## config.mk

```make
export PLATFORM = sky130hd
export DESIGN_NAME = evt_uart
export DESIGN_NICKNAME = d
export VERILOG_FILES = /design/src/rtl/evt_uart_pkg.sv /design/src/rtl/evt_uart_tick.sv /design/src/rtl/evt_uart_rx.sv /design/src/rtl/evt_uart_tx.sv /design/src/rtl/evt_uart.sv
export SDC_FILE = /design/constraint.sdc
export NUM_CORES = 1
export LEC_CHECK = 0
export BUFFER_PORTS_ARGS = -buffer_cell sky130_fd_sc_hd__buf_2
export CAP_MARGIN = 20
export CORE_MARGIN = 5
export CORE_UTILIZATION = 31
export CTS_CLUSTER_SIZE = 16
export DETAILED_ROUTE_END_ITERATION = 8
export PLACE_DENSITY = 0.52
export SYNTH_ARGS = -nofsm -noshare
export SYNTH_HDL_FRONTEND = slang
export SYNTH_SLANG_ARGS = --single-unit
export TNS_END_PERCENT = 50
```

## constraint.sdc

```tcl
create_clock -name clk -period 2.74 [get_ports clk]
set_clock_uncertainty 0.15 [all_clocks]
set_input_delay 0.411 -clock clk [delete_from_list [all_inputs] [get_ports clk]]
set_output_delay 0.411 -clock clk [all_outputs]
set_load 0.05 [all_outputs]
```

## src/rtl/evt_uart_pkg.sv

```systemverilog
package evt_uart_pkg;
   localparam int unsigned REG_RX_GO    = 0;
   localparam int unsigned REG_TX_GO    = 1;
   localparam int unsigned REG_TX_HOLD  = 2;
   localparam int unsigned REG_RX_EVT   = 3;
   localparam int unsigned REG_TX_EVT   = 4;
   localparam int unsigned REG_IRQ_MASK = 5;
   localparam int unsigned REG_IRQ_SET  = 6;
   localparam int unsigned REG_IRQ_CLR  = 7;
   localparam int unsigned REG_CTRL_EN  = 8;
   localparam int unsigned REG_RX_BYTE  = 9;
   localparam int unsigned REG_TX_BYTE  = 10;

   localparam int unsigned EN_KEY     = 4;
   localparam int unsigned IRQ_RX_BIT = 2;
   localparam int unsigned IRQ_TX_BIT = 3;

   typedef enum logic [1:0] {
      RX_IDLE,
      RX_START,
      RX_DATA,
      RX_STOP
   } rx_state_e;
endpackage

```

## src/rtl/evt_uart_tick.sv

```systemverilog
module evt_uart_tick #(
   parameter int unsigned DIV = 2
) (
   input  logic clk,
   input  logic rst_n,
   output logic tick
);
   initial begin
      if (DIV < 1) $error("evt_uart_tick: DIV must be at least 1");
   end

   generate
      if (DIV == 1) begin : g_direct
         assign tick = 1'b1;
      end else begin : g_count
         localparam int unsigned CW = $clog2(DIV);
         localparam logic [CW-1:0] LAST = CW'(DIV - 1);
         logic [CW-1:0] cnt_q;

         always_ff @(posedge clk or negedge rst_n) begin
            if (!rst_n)              cnt_q <= '0;
            else if (cnt_q == LAST)  cnt_q <= '0;
            else                     cnt_q <= cnt_q + 1'b1;
         end

         assign tick = (cnt_q == LAST);
      end
   endgenerate
endmodule

```

## src/rtl/evt_uart_rx.sv

```systemverilog
module evt_uart_rx
   import evt_uart_pkg::*;
#(
   parameter int unsigned OVS         = 16,
   parameter int unsigned SYNC_STAGES = 2
) (
   input  logic       clk,
   input  logic       rst_n,
   input  logic       en,
   input  logic       tick,
   input  logic       rxd,
   output logic       valid,
   output logic [7:0] data
);
   localparam int unsigned CW = $clog2(OVS);
   localparam logic [CW-1:0] FULL = CW'(OVS - 1);
   localparam logic [CW-1:0] HALF = CW'(OVS / 2 - 1);

   initial begin
      if (OVS < 4 || (OVS % 2) != 0) $error("evt_uart_rx: OVS must be even and at least 4");
      if (SYNC_STAGES < 2)           $error("evt_uart_rx: SYNC_STAGES must be at least 2");
   end

   logic [SYNC_STAGES-1:0] sync_q;
   logic                   line;

   generate
      for (genvar s = 0; s < SYNC_STAGES; s++) begin : g_sync
         if (s == 0) begin : g_first
            always_ff @(posedge clk or negedge rst_n) begin
               if (!rst_n) sync_q[0] <= 1'b1;
               else        sync_q[0] <= rxd;
            end
         end else begin : g_next
            always_ff @(posedge clk or negedge rst_n) begin
               if (!rst_n) sync_q[s] <= 1'b1;
               else        sync_q[s] <= sync_q[s-1];
            end
         end
      end
   endgenerate

   assign line = sync_q[SYNC_STAGES-1];

   rx_state_e     state_q;
   logic [CW-1:0] cnt_q;
   logic [2:0]    bitn_q;
   logic [7:0]    shreg_q;
   logic          prev_q;

   always_ff @(posedge clk or negedge rst_n) begin
      if (!rst_n) begin
         state_q <= RX_IDLE;
         cnt_q   <= '0;
         bitn_q  <= '0;
         shreg_q <= '0;
         prev_q  <= 1'b1;
         valid   <= 1'b0;
      end else begin
         valid <= 1'b0;
         if (tick) prev_q <= line;
         if (!en) begin
            state_q <= RX_IDLE;
            cnt_q   <= '0;
         end else if (tick) begin
            unique case (state_q)
               RX_IDLE: begin
                  cnt_q <= '0;
                  if (prev_q && !line) state_q <= RX_START;
               end
               RX_START: begin
                  if (cnt_q == HALF) begin
                     cnt_q  <= '0;
                     bitn_q <= '0;
                     state_q <= line ? RX_IDLE : RX_DATA;
                  end else begin
                     cnt_q <= cnt_q + 1'b1;
                  end
               end
               RX_DATA: begin
                  if (cnt_q == FULL) begin
                     cnt_q   <= '0;
                     shreg_q <= {line, shreg_q[7:1]};
                     if (bitn_q == 3'd7) state_q <= RX_STOP;
                     else                bitn_q  <= bitn_q + 1'b1;
                  end else begin
                     cnt_q <= cnt_q + 1'b1;
                  end
               end
               RX_STOP: begin
                  if (cnt_q == FULL) begin
                     cnt_q   <= '0;
                     state_q <= RX_IDLE;
                     valid   <= line;
                  end else begin
                     cnt_q <= cnt_q + 1'b1;
                  end
               end
               default: state_q <= RX_IDLE;
            endcase
         end
      end
   end

   assign data = shreg_q;

   // a delivered frame always leaves the receiver back in idle
   p_valid_then_idle_r10: assert property (@(posedge clk) disable iff (!rst_n)
      valid |-> (state_q == RX_IDLE));

   // nothing is delivered while the block is disabled
   p_no_valid_disabled_r1: assert property (@(posedge clk) disable iff (!rst_n)
      !en |=> !valid);
endmodule

```

## src/rtl/evt_uart_tx.sv

```systemverilog
module evt_uart_tx #(
   parameter int unsigned BIT_CLKS = 32
) (
   input  logic       clk,
   input  logic       rst_n,
   input  logic       load,
   input  logic [7:0] din,
   output logic       txd,
   output logic       busy,
   output logic       done
);
   localparam int unsigned CW = $clog2(BIT_CLKS);
   localparam logic [CW-1:0] LAST = CW'(BIT_CLKS - 1);

   initial begin
      if (BIT_CLKS < 2) $error("evt_uart_tx: BIT_CLKS must be at least 2");
   end

   logic [9:0]    shreg_q;
   logic [CW-1:0] cnt_q;
   logic [3:0]    bitn_q;
   logic          busy_q;

   always_ff @(posedge clk or negedge rst_n) begin
      if (!rst_n) begin
         shreg_q <= '1;
         cnt_q   <= '0;
         bitn_q  <= '0;
         busy_q  <= 1'b0;
      end else if (load) begin
         shreg_q <= {1'b1, din, 1'b0};
         cnt_q   <= '0;
         bitn_q  <= '0;
         busy_q  <= 1'b1;
      end else if (busy_q) begin
         if (cnt_q == LAST) begin
            cnt_q <= '0;
            if (bitn_q == 4'd9) begin
               busy_q <= 1'b0;
            end else begin
               shreg_q <= {1'b1, shreg_q[9:1]};
               bitn_q  <= bitn_q + 1'b1;
            end
         end else begin
            cnt_q <= cnt_q + 1'b1;
         end
      end
   end

   assign busy = busy_q;
   assign done = busy_q && (cnt_q == LAST) && (bitn_q == 4'd9);
   assign txd  = busy_q ? shreg_q[0] : 1'b1;

   // a new byte is never loaded over a frame in flight
   p_load_when_idle_r12: assert property (@(posedge clk) disable iff (!rst_n)
      load |-> !busy_q);

   // the edge that takes a byte drives the start bit low
   p_start_bit_low_r6: assert property (@(posedge clk) disable iff (!rst_n)
      load |=> (busy && !txd));

   // the last bit slot of a frame is the high stop bit
   p_stop_bit_high_r6: assert property (@(posedge clk) disable iff (!rst_n)
      done |-> txd);

   // completion ends the frame
   p_done_ends_frame_r7: assert property (@(posedge clk) disable iff (!rst_n)
      done |=> !busy);
endmodule

```

## src/rtl/evt_uart.sv

```systemverilog
module evt_uart
   import evt_uart_pkg::*;
#(
   parameter int unsigned ADDR_W      = 6,
   parameter int unsigned DATA_W      = 32,
   parameter int unsigned EN_W        = 4,
   parameter int unsigned OVS         = 16,
   parameter int unsigned OVS_DIV     = 2,
   parameter int unsigned SYNC_STAGES = 2
) (
   input  logic              clk,
   input  logic              rst_n,
   input  logic              bus_sel,
   input  logic              bus_wr,
   input  logic [ADDR_W-1:0] bus_addr,
   input  logic [DATA_W-1:0] bus_wdata,
   output logic [DATA_W-1:0] bus_rdata,
   input  logic              rxd,
   output logic              txd,
   output logic              irq
);
   localparam int unsigned BIT_CLKS = OVS * OVS_DIV;

   localparam logic [ADDR_W-1:0] A_RX_GO    = ADDR_W'(REG_RX_GO);
   localparam logic [ADDR_W-1:0] A_TX_GO    = ADDR_W'(REG_TX_GO);
   localparam logic [ADDR_W-1:0] A_TX_HOLD  = ADDR_W'(REG_TX_HOLD);
   localparam logic [ADDR_W-1:0] A_RX_EVT   = ADDR_W'(REG_RX_EVT);
   localparam logic [ADDR_W-1:0] A_TX_EVT   = ADDR_W'(REG_TX_EVT);
   localparam logic [ADDR_W-1:0] A_IRQ_MASK = ADDR_W'(REG_IRQ_MASK);
   localparam logic [ADDR_W-1:0] A_IRQ_SET  = ADDR_W'(REG_IRQ_SET);
   localparam logic [ADDR_W-1:0] A_IRQ_CLR  = ADDR_W'(REG_IRQ_CLR);
   localparam logic [ADDR_W-1:0] A_CTRL_EN  = ADDR_W'(REG_CTRL_EN);
   localparam logic [ADDR_W-1:0] A_RX_BYTE  = ADDR_W'(REG_RX_BYTE);
   localparam logic [ADDR_W-1:0] A_TX_BYTE  = ADDR_W'(REG_TX_BYTE);
   localparam logic [EN_W-1:0]   EN_VALUE   = EN_W'(EN_KEY);

   initial begin
      if (ADDR_W < 4)                     $error("evt_uart: ADDR_W too small for the map");
      if (DATA_W < 8)                     $error("evt_uart: DATA_W must hold a byte");
      if (EN_W < 3 || EN_W > DATA_W)      $error("evt_uart: EN_W must hold the enable key");
      if (OVS_DIV < 1)                    $error("evt_uart: OVS_DIV must be at least 1");
   end

   // bus decode
   logic wr;
   assign wr = bus_sel && bus_wr;

   logic wr_rx_go, wr_tx_go, wr_tx_hold, wr_rx_evt, wr_tx_evt;
   logic wr_set, wr_clr, wr_en, wr_tx_byte;
   assign wr_rx_go   = wr && (bus_addr == A_RX_GO)   && bus_wdata[0];
   assign wr_tx_go   = wr && (bus_addr == A_TX_GO)   && bus_wdata[0];
   assign wr_tx_hold = wr && (bus_addr == A_TX_HOLD) && bus_wdata[0];
   assign wr_rx_evt  = wr && (bus_addr == A_RX_EVT);
   assign wr_tx_evt  = wr && (bus_addr == A_TX_EVT);
   assign wr_set     = wr && (bus_addr == A_IRQ_SET);
   assign wr_clr     = wr && (bus_addr == A_IRQ_CLR);
   assign wr_en      = wr && (bus_addr == A_CTRL_EN);
   assign wr_tx_byte = wr && (bus_addr == A_TX_BYTE);

   logic unused_wdata;
   assign unused_wdata = ^bus_wdata[DATA_W-1:4];

   // state
   logic [EN_W-1:0] en_q;
   logic            enabled;
   logic            rx_armed_q, tx_run_q;
   logic            ev_rx_q, ev_tx_q;
   logic [1:0]      mask_q;
   logic [7:0]      rx_hold_q;

   assign enabled = (en_q == EN_VALUE);

   // sub-blocks
   logic       tick;
   logic       rx_valid;
   logic [7:0] rx_data;
   logic       rx_take;
   logic       tx_load, tx_busy, tx_done;

   evt_uart_tick #(.DIV(OVS_DIV)) u_tick (
      .clk  (clk),
      .rst_n(rst_n),
      .tick (tick)
   );

   evt_uart_rx #(.OVS(OVS), .SYNC_STAGES(SYNC_STAGES)) u_rx (
      .clk  (clk),
      .rst_n(rst_n),
      .en   (enabled),
      .tick (tick),
      .rxd  (rxd),
      .valid(rx_valid),
      .data (rx_data)
   );

   assign tx_load = wr_tx_byte && enabled && tx_run_q && !tx_busy;
   assign rx_take = rx_valid && enabled && rx_armed_q;

   evt_uart_tx #(.BIT_CLKS(BIT_CLKS)) u_tx (
      .clk  (clk),
      .rst_n(rst_n),
      .load (tx_load),
      .din  (bus_wdata[7:0]),
      .txd  (txd),
      .busy (tx_busy),
      .done (tx_done)
   );

   always_ff @(posedge clk or negedge rst_n) begin
      if (!rst_n) begin
         en_q       <= '0;
         rx_armed_q <= 1'b0;
         tx_run_q   <= 1'b0;
         ev_rx_q    <= 1'b0;
         ev_tx_q    <= 1'b0;
         mask_q     <= '0;
         rx_hold_q  <= '0;
      end else begin
         if (wr_en) en_q <= bus_wdata[EN_W-1:0];

         if (!enabled)      rx_armed_q <= 1'b0;
         else if (wr_rx_go) rx_armed_q <= 1'b1;

         if (!enabled)        tx_run_q <= 1'b0;
         else if (wr_tx_go)   tx_run_q <= 1'b1;
         else if (wr_tx_hold) tx_run_q <= 1'b0;

         if (rx_take)                        ev_rx_q <= 1'b1;
         else if (wr_rx_evt && !bus_wdata[0]) ev_rx_q <= 1'b0;

         if (tx_done)                        ev_tx_q <= 1'b1;
         else if (wr_tx_evt && !bus_wdata[0]) ev_tx_q <= 1'b0;

         if (rx_take) rx_hold_q <= rx_data;

         if (wr_set)
            mask_q <= mask_q | {bus_wdata[IRQ_TX_BIT], bus_wdata[IRQ_RX_BIT]};
         else if (wr_clr)
            mask_q <= mask_q & ~{bus_wdata[IRQ_TX_BIT], bus_wdata[IRQ_RX_BIT]};
      end
   end

   assign irq = (ev_rx_q && mask_q[0]) || (ev_tx_q && mask_q[1]);

   always_comb begin
      bus_rdata = '0;
      unique case (bus_addr)
         A_RX_EVT:   bus_rdata[0] = ev_rx_q;
         A_TX_EVT:   bus_rdata[0] = ev_tx_q;
         A_IRQ_MASK: begin
            bus_rdata[IRQ_RX_BIT] = mask_q[0];
            bus_rdata[IRQ_TX_BIT] = mask_q[1];
         end
         A_CTRL_EN:  bus_rdata[EN_W-1:0] = en_q;
         A_RX_BYTE:  if (enabled) bus_rdata[7:0] = rx_hold_q;
         default:    bus_rdata = '0;
      endcase
   end

   // the receive event persists until an explicit clear
   p_rx_evt_sticky_r3: assert property (@(posedge clk) disable iff (!rst_n)
      (ev_rx_q && !(wr_rx_evt && !bus_wdata[0])) |=> ev_rx_q);

   // a receive event needs an enabled, armed block
   p_rx_evt_gated_r2: assert property (@(posedge clk) disable iff (!rst_n)
      $rose(ev_rx_q) |-> $past(enabled && rx_armed_q));

   // the transmit event only follows a completed frame
   p_tx_evt_source_r7: assert property (@(posedge clk) disable iff (!rst_n)
      $rose(ev_tx_q) |-> $past(tx_done));

   // after a suspend no further byte is taken
   p_suspend_stops_r8: assert property (@(posedge clk) disable iff (!rst_n)
      wr_tx_hold |=> !tx_load);

   // the interrupt never fires without a pending event
   p_irq_needs_event_r9: assert property (@(posedge clk) disable iff (!rst_n)
      irq |-> (ev_rx_q || ev_tx_q));

   // disabled block reports no receive data
   p_rx_byte_zero_r1: assert property (@(posedge clk) disable iff (!rst_n)
      (!enabled && bus_addr == A_RX_BYTE) |-> (bus_rdata == '0));
endmodule

```

==> key figures <==
Status
  – Run status: finished clean

Synth
  – Post-synth top cells: 47 x dfrtp_1, 29 x nand2_1, 25 x buf_4
  – XOR/XNOR share of the synthesized area: 0.0144
  – Ys async rst share: 1.00
  – Count leader, synth: dfrtp_1
  – Simple-Gate Fraction of Synth Area: 0.163
  – Synth Warn #: 0
  – Main synth FF type: dfrtp_1
  – Post-Syn Instances: approximately 280
  – Adder-Cell Fraction of Synth Area: 0.0287
  – Seq/Total Area, Yosys: 0.490
  – Main combinational cell family by area after synthesis: simple AND/OR/NAND/NOR gates
  – Share of the synthesized area in the top cell type: 0.386
  – Netlist Area Pre-Place: a little over 3000 sq um
  – Synth area leader: dfrtp_1
  – EDFF count, synth: 0
  – Yosys reg bits: ~60
  – Post-synthesis compound-gate area fraction: 0.0793
  – Mux contribution to synthesized area: 0.131
  – Mapped Avg Cell Area: about 11 sq um
  – Netlist cell types: 48
  – Synth top area cells: dfrtp_1 39%, dfstp_2 10%, mux2_2 8.9%, buf_4 6.2%, mux2i_1 4.3%

Pwr
  – Max rail drop VDD: roughly 0.0003 V
  – LEAKAGE: ~1.6 nW
  – Power per cell area: around 530 nW/um^2
  – Gate power share: 0.088
  – Pint: around 0.0014 W
  – Switching fraction of total power: 0.254
  – Sequential share of power: 0.491
  – Clock Power Share: 0.421
  – Net Switching: between 0.0004 and 0.0005 W

Place
  – Routability congestion estimate: 0.795
  – Port Buffer Count: 28
  – Post-DP HPWL: 4.10 mm

Floorplanning
  – DIE HEIGHT: around 110 microns
  – Die width: between 100 and 150 microns
  – Rows: 36
  – DIE AREA: between 10000 and 15000 sq um
  – Ports: between 70 and 80
  – Core Area: 9680 sq um
  – Initial Util: 0.315

Worst setup path
  – Startpoint Class: register
  – Worst setup EP type: output pin
  – FF-to-FF path depth: 8
  – Crit path arrival time: approximately 2000 ps
  – Reg2reg start: u_tx.cnt_q[0]
  – Required time worst endpoint: 2180 ps
  – Max FO, Critical Path: 8
  – CP Class: register to output pin
  – Worst reg2reg path endpoint: u_tx.bitn_q[1]
  – Setup slack, reg-to-reg: between 300 and 400 ps

Drt
  – Via count: a little over 2000
  – Vias/cell: around 4.5
  – Met1 Wirelength: approximately 2.7 mm
  – Met3 Wirelength: 312 microns
  – Wirelength per Cell: approximately 13 microns
  – Final WL: between 5 and 6 mm
  – Highest routed metal layer: met4
  – DRC viols: 0
  – Met2 Wirelength: 2.71 mm
  – Antenna-violating nets left: 0
  – Pre-Repair DR Iteration Count: 4
  – DRT iter0 DRCs: slightly above 100

CTS
  – TritonCTS clock tree: done
  – CTS root buf: clkbuf_8
  – Clock Sinks: between 50 and 60
  – Clk slew on worst S/H paths: around 70 ps
  – H-tree depth: 3
  – Worst skew pair latency: 330 ps
  – Clk buf depth: 2
  – Setup Buffers After CTS: 0
  – Total CTS buffers: 9

Global route
  – GRT Residual Overflow: 0
  – Total global routing track utilization: 0.105
  – Vias in the first global route: 2050
  – First-pass GRT wire length: about 9.9 mm
  – Initial antenna violation count: 0
  – Largest net degree at the start of global routing: 60

Timing
  – Peak Freq: around 390 MHz
  – RSZ-0062 raised after global routing: false
  – Hold WS: 52.5 ps
  – Post-route setup TNS: 0 ps
  – Max Slew Vio Count: 0
  – Worst slew pin tran: ~740 ps
  – Setup violators final: 0
  – Endpoints failing hold: 0
  – Slew headroom: 0.504
  – Tmin final: roughly 2600 ps
  – Final period util: 0.940

Finish
  – Sequential cell area: ~1500 sq um
  – Post-layout nets: around 360
  – Fraction of layout cells with a size suffix above 1: 0.284
  – Antenna Cells: 0
  – Area growth syn-to-layout: 13.1%
  – Fillers: between 1000 and 1500
  – Fin util: 0.356
  – Multi-input logic area: about 1400 sq um

Flow run
  – MaxCap Viol Count: 0

Hold path
  – Min-Delay Path Class: input port to asynchronous set/reset pin
-- worst max path at each step --
stage	slack [ps]	end	startpoint	cells after the start
floorplan	290	bus_rdata[0]	bus_addr[5]	3
global placement	60	u_tx.bitn_q[1]	u_tx.cnt_q[0]	7
detailed placement	350	bus_rdata[0]	bus_addr[5]	6
CTS	30	bus_rdata[0]	en_q[1]	5
global route	30	bus_rdata[0]	en_q[1]	5
finish	160	bus_rdata[0]	en_q[1]	5
-- power by group through the flow --
stage               Clock [W]  Combinational [W]  Sequential [W]
global route         0.000838           0.000173        0.000895
CTS                  0.000803           0.000161        0.000894
finish               0.000767           0.000160        0.000895
global placement            0           0.000159        0.000910
detailed placement          0           0.000160        0.000910
floorplan                   0           0.000138        0.000906
-- kinds of logic (layout without fill, tap and decap cells) --
kind of cell | Yosys count | after routing
AOI/OAI and AO/OA | 38 | 38
xor gates and xnor gates | 5 | 5
adders and majority gates | 7 | 7
buffers and inverters | 41 | 58
DFF | 59 | 59
muxes | 37 | 37
other | 1 | 24
and+or+nand+nor | 89 | 89
-- critical path, stage by stage, from the launching register on --
cell      delay [ps]
dfrtp_1          430
nor4b_1          400
and3_2           360
nand2_1          100
o311ai_2          80
buf_2            310
-- stage by stage --
step           instance area (sq um)  setup slack, ps  instances  total power [W]
3_5_place_dp                    3250              345        433          0.00107
6_report                        3450              165        450          0.00182
5_1_grt                         3450             31.9        450          0.00191
4_1_cts                         3440             27.5        450          0.00186
3_3_place_gp                    3230             63.4        432          0.00107
2_1_floorplan                   3140              293        300          0.00104
-- flip-flops by register name (all words and copies together) (netlist names), 2 cells and up, named ones only --
name and count:
u_tx.bitn_q 4, u_rx.bitn_q 3, u_rx.cnt_q 4, u_rx.state_q 2, u_rx.data 8, en_q 4, rx_hold_q 8, u_tx.cnt_q 5
u_tx.shreg_q 9
-- cell usage in the layout, fill, tap and decap left out, types with 9 or more instances in the layout --
| master | instances |
|---|---|
| mux2i_1 | 13 |
| clkbuf_8 | 10 |
| buf_2 | 28 |
| dfrtp_1 | 47 |
| nor2_1 | 12 |
| o21ai_0 | 13 |
| conb_1 | 24 |
| dfstp_2 | 12 |
| nand2_1 | 29 |
| mux2_2 | 24 |
| a21oi_1 | 9 |
-- metal layers --
| layer | vias up | GRT usage |
|---|---|---|
| li1 | 1000 | - |
| met1 | 966 | 0.137 |
| met2 | 50 | 0.163 |
| met3 | 12 | 0.0332 |
| met4 | 0 | 0.0406 |
| met5 | - | 0 |
-- layout make-up --
type | instances | area share
Timing Repair Buffer | 36 | 0.0599
Sequential cell | 59 | 0.433
Inverter | 6 | 0.00654
Clock inverter | 3 | 0.0116
Clock buffer | 13 | 0.0432
Multi-Input combinational cell | 200 | 0.398
Tap cell | 133 | 0.0483
-- what timing repair did --
item                                    4_1_cts  5_1_grt
hold endpoints to repair                      1        0
endpoints found under the setup margin        0        2
gates resized for setup                       0        1
hold buffers                                  1        0
(Power assumes the default switching activity.)
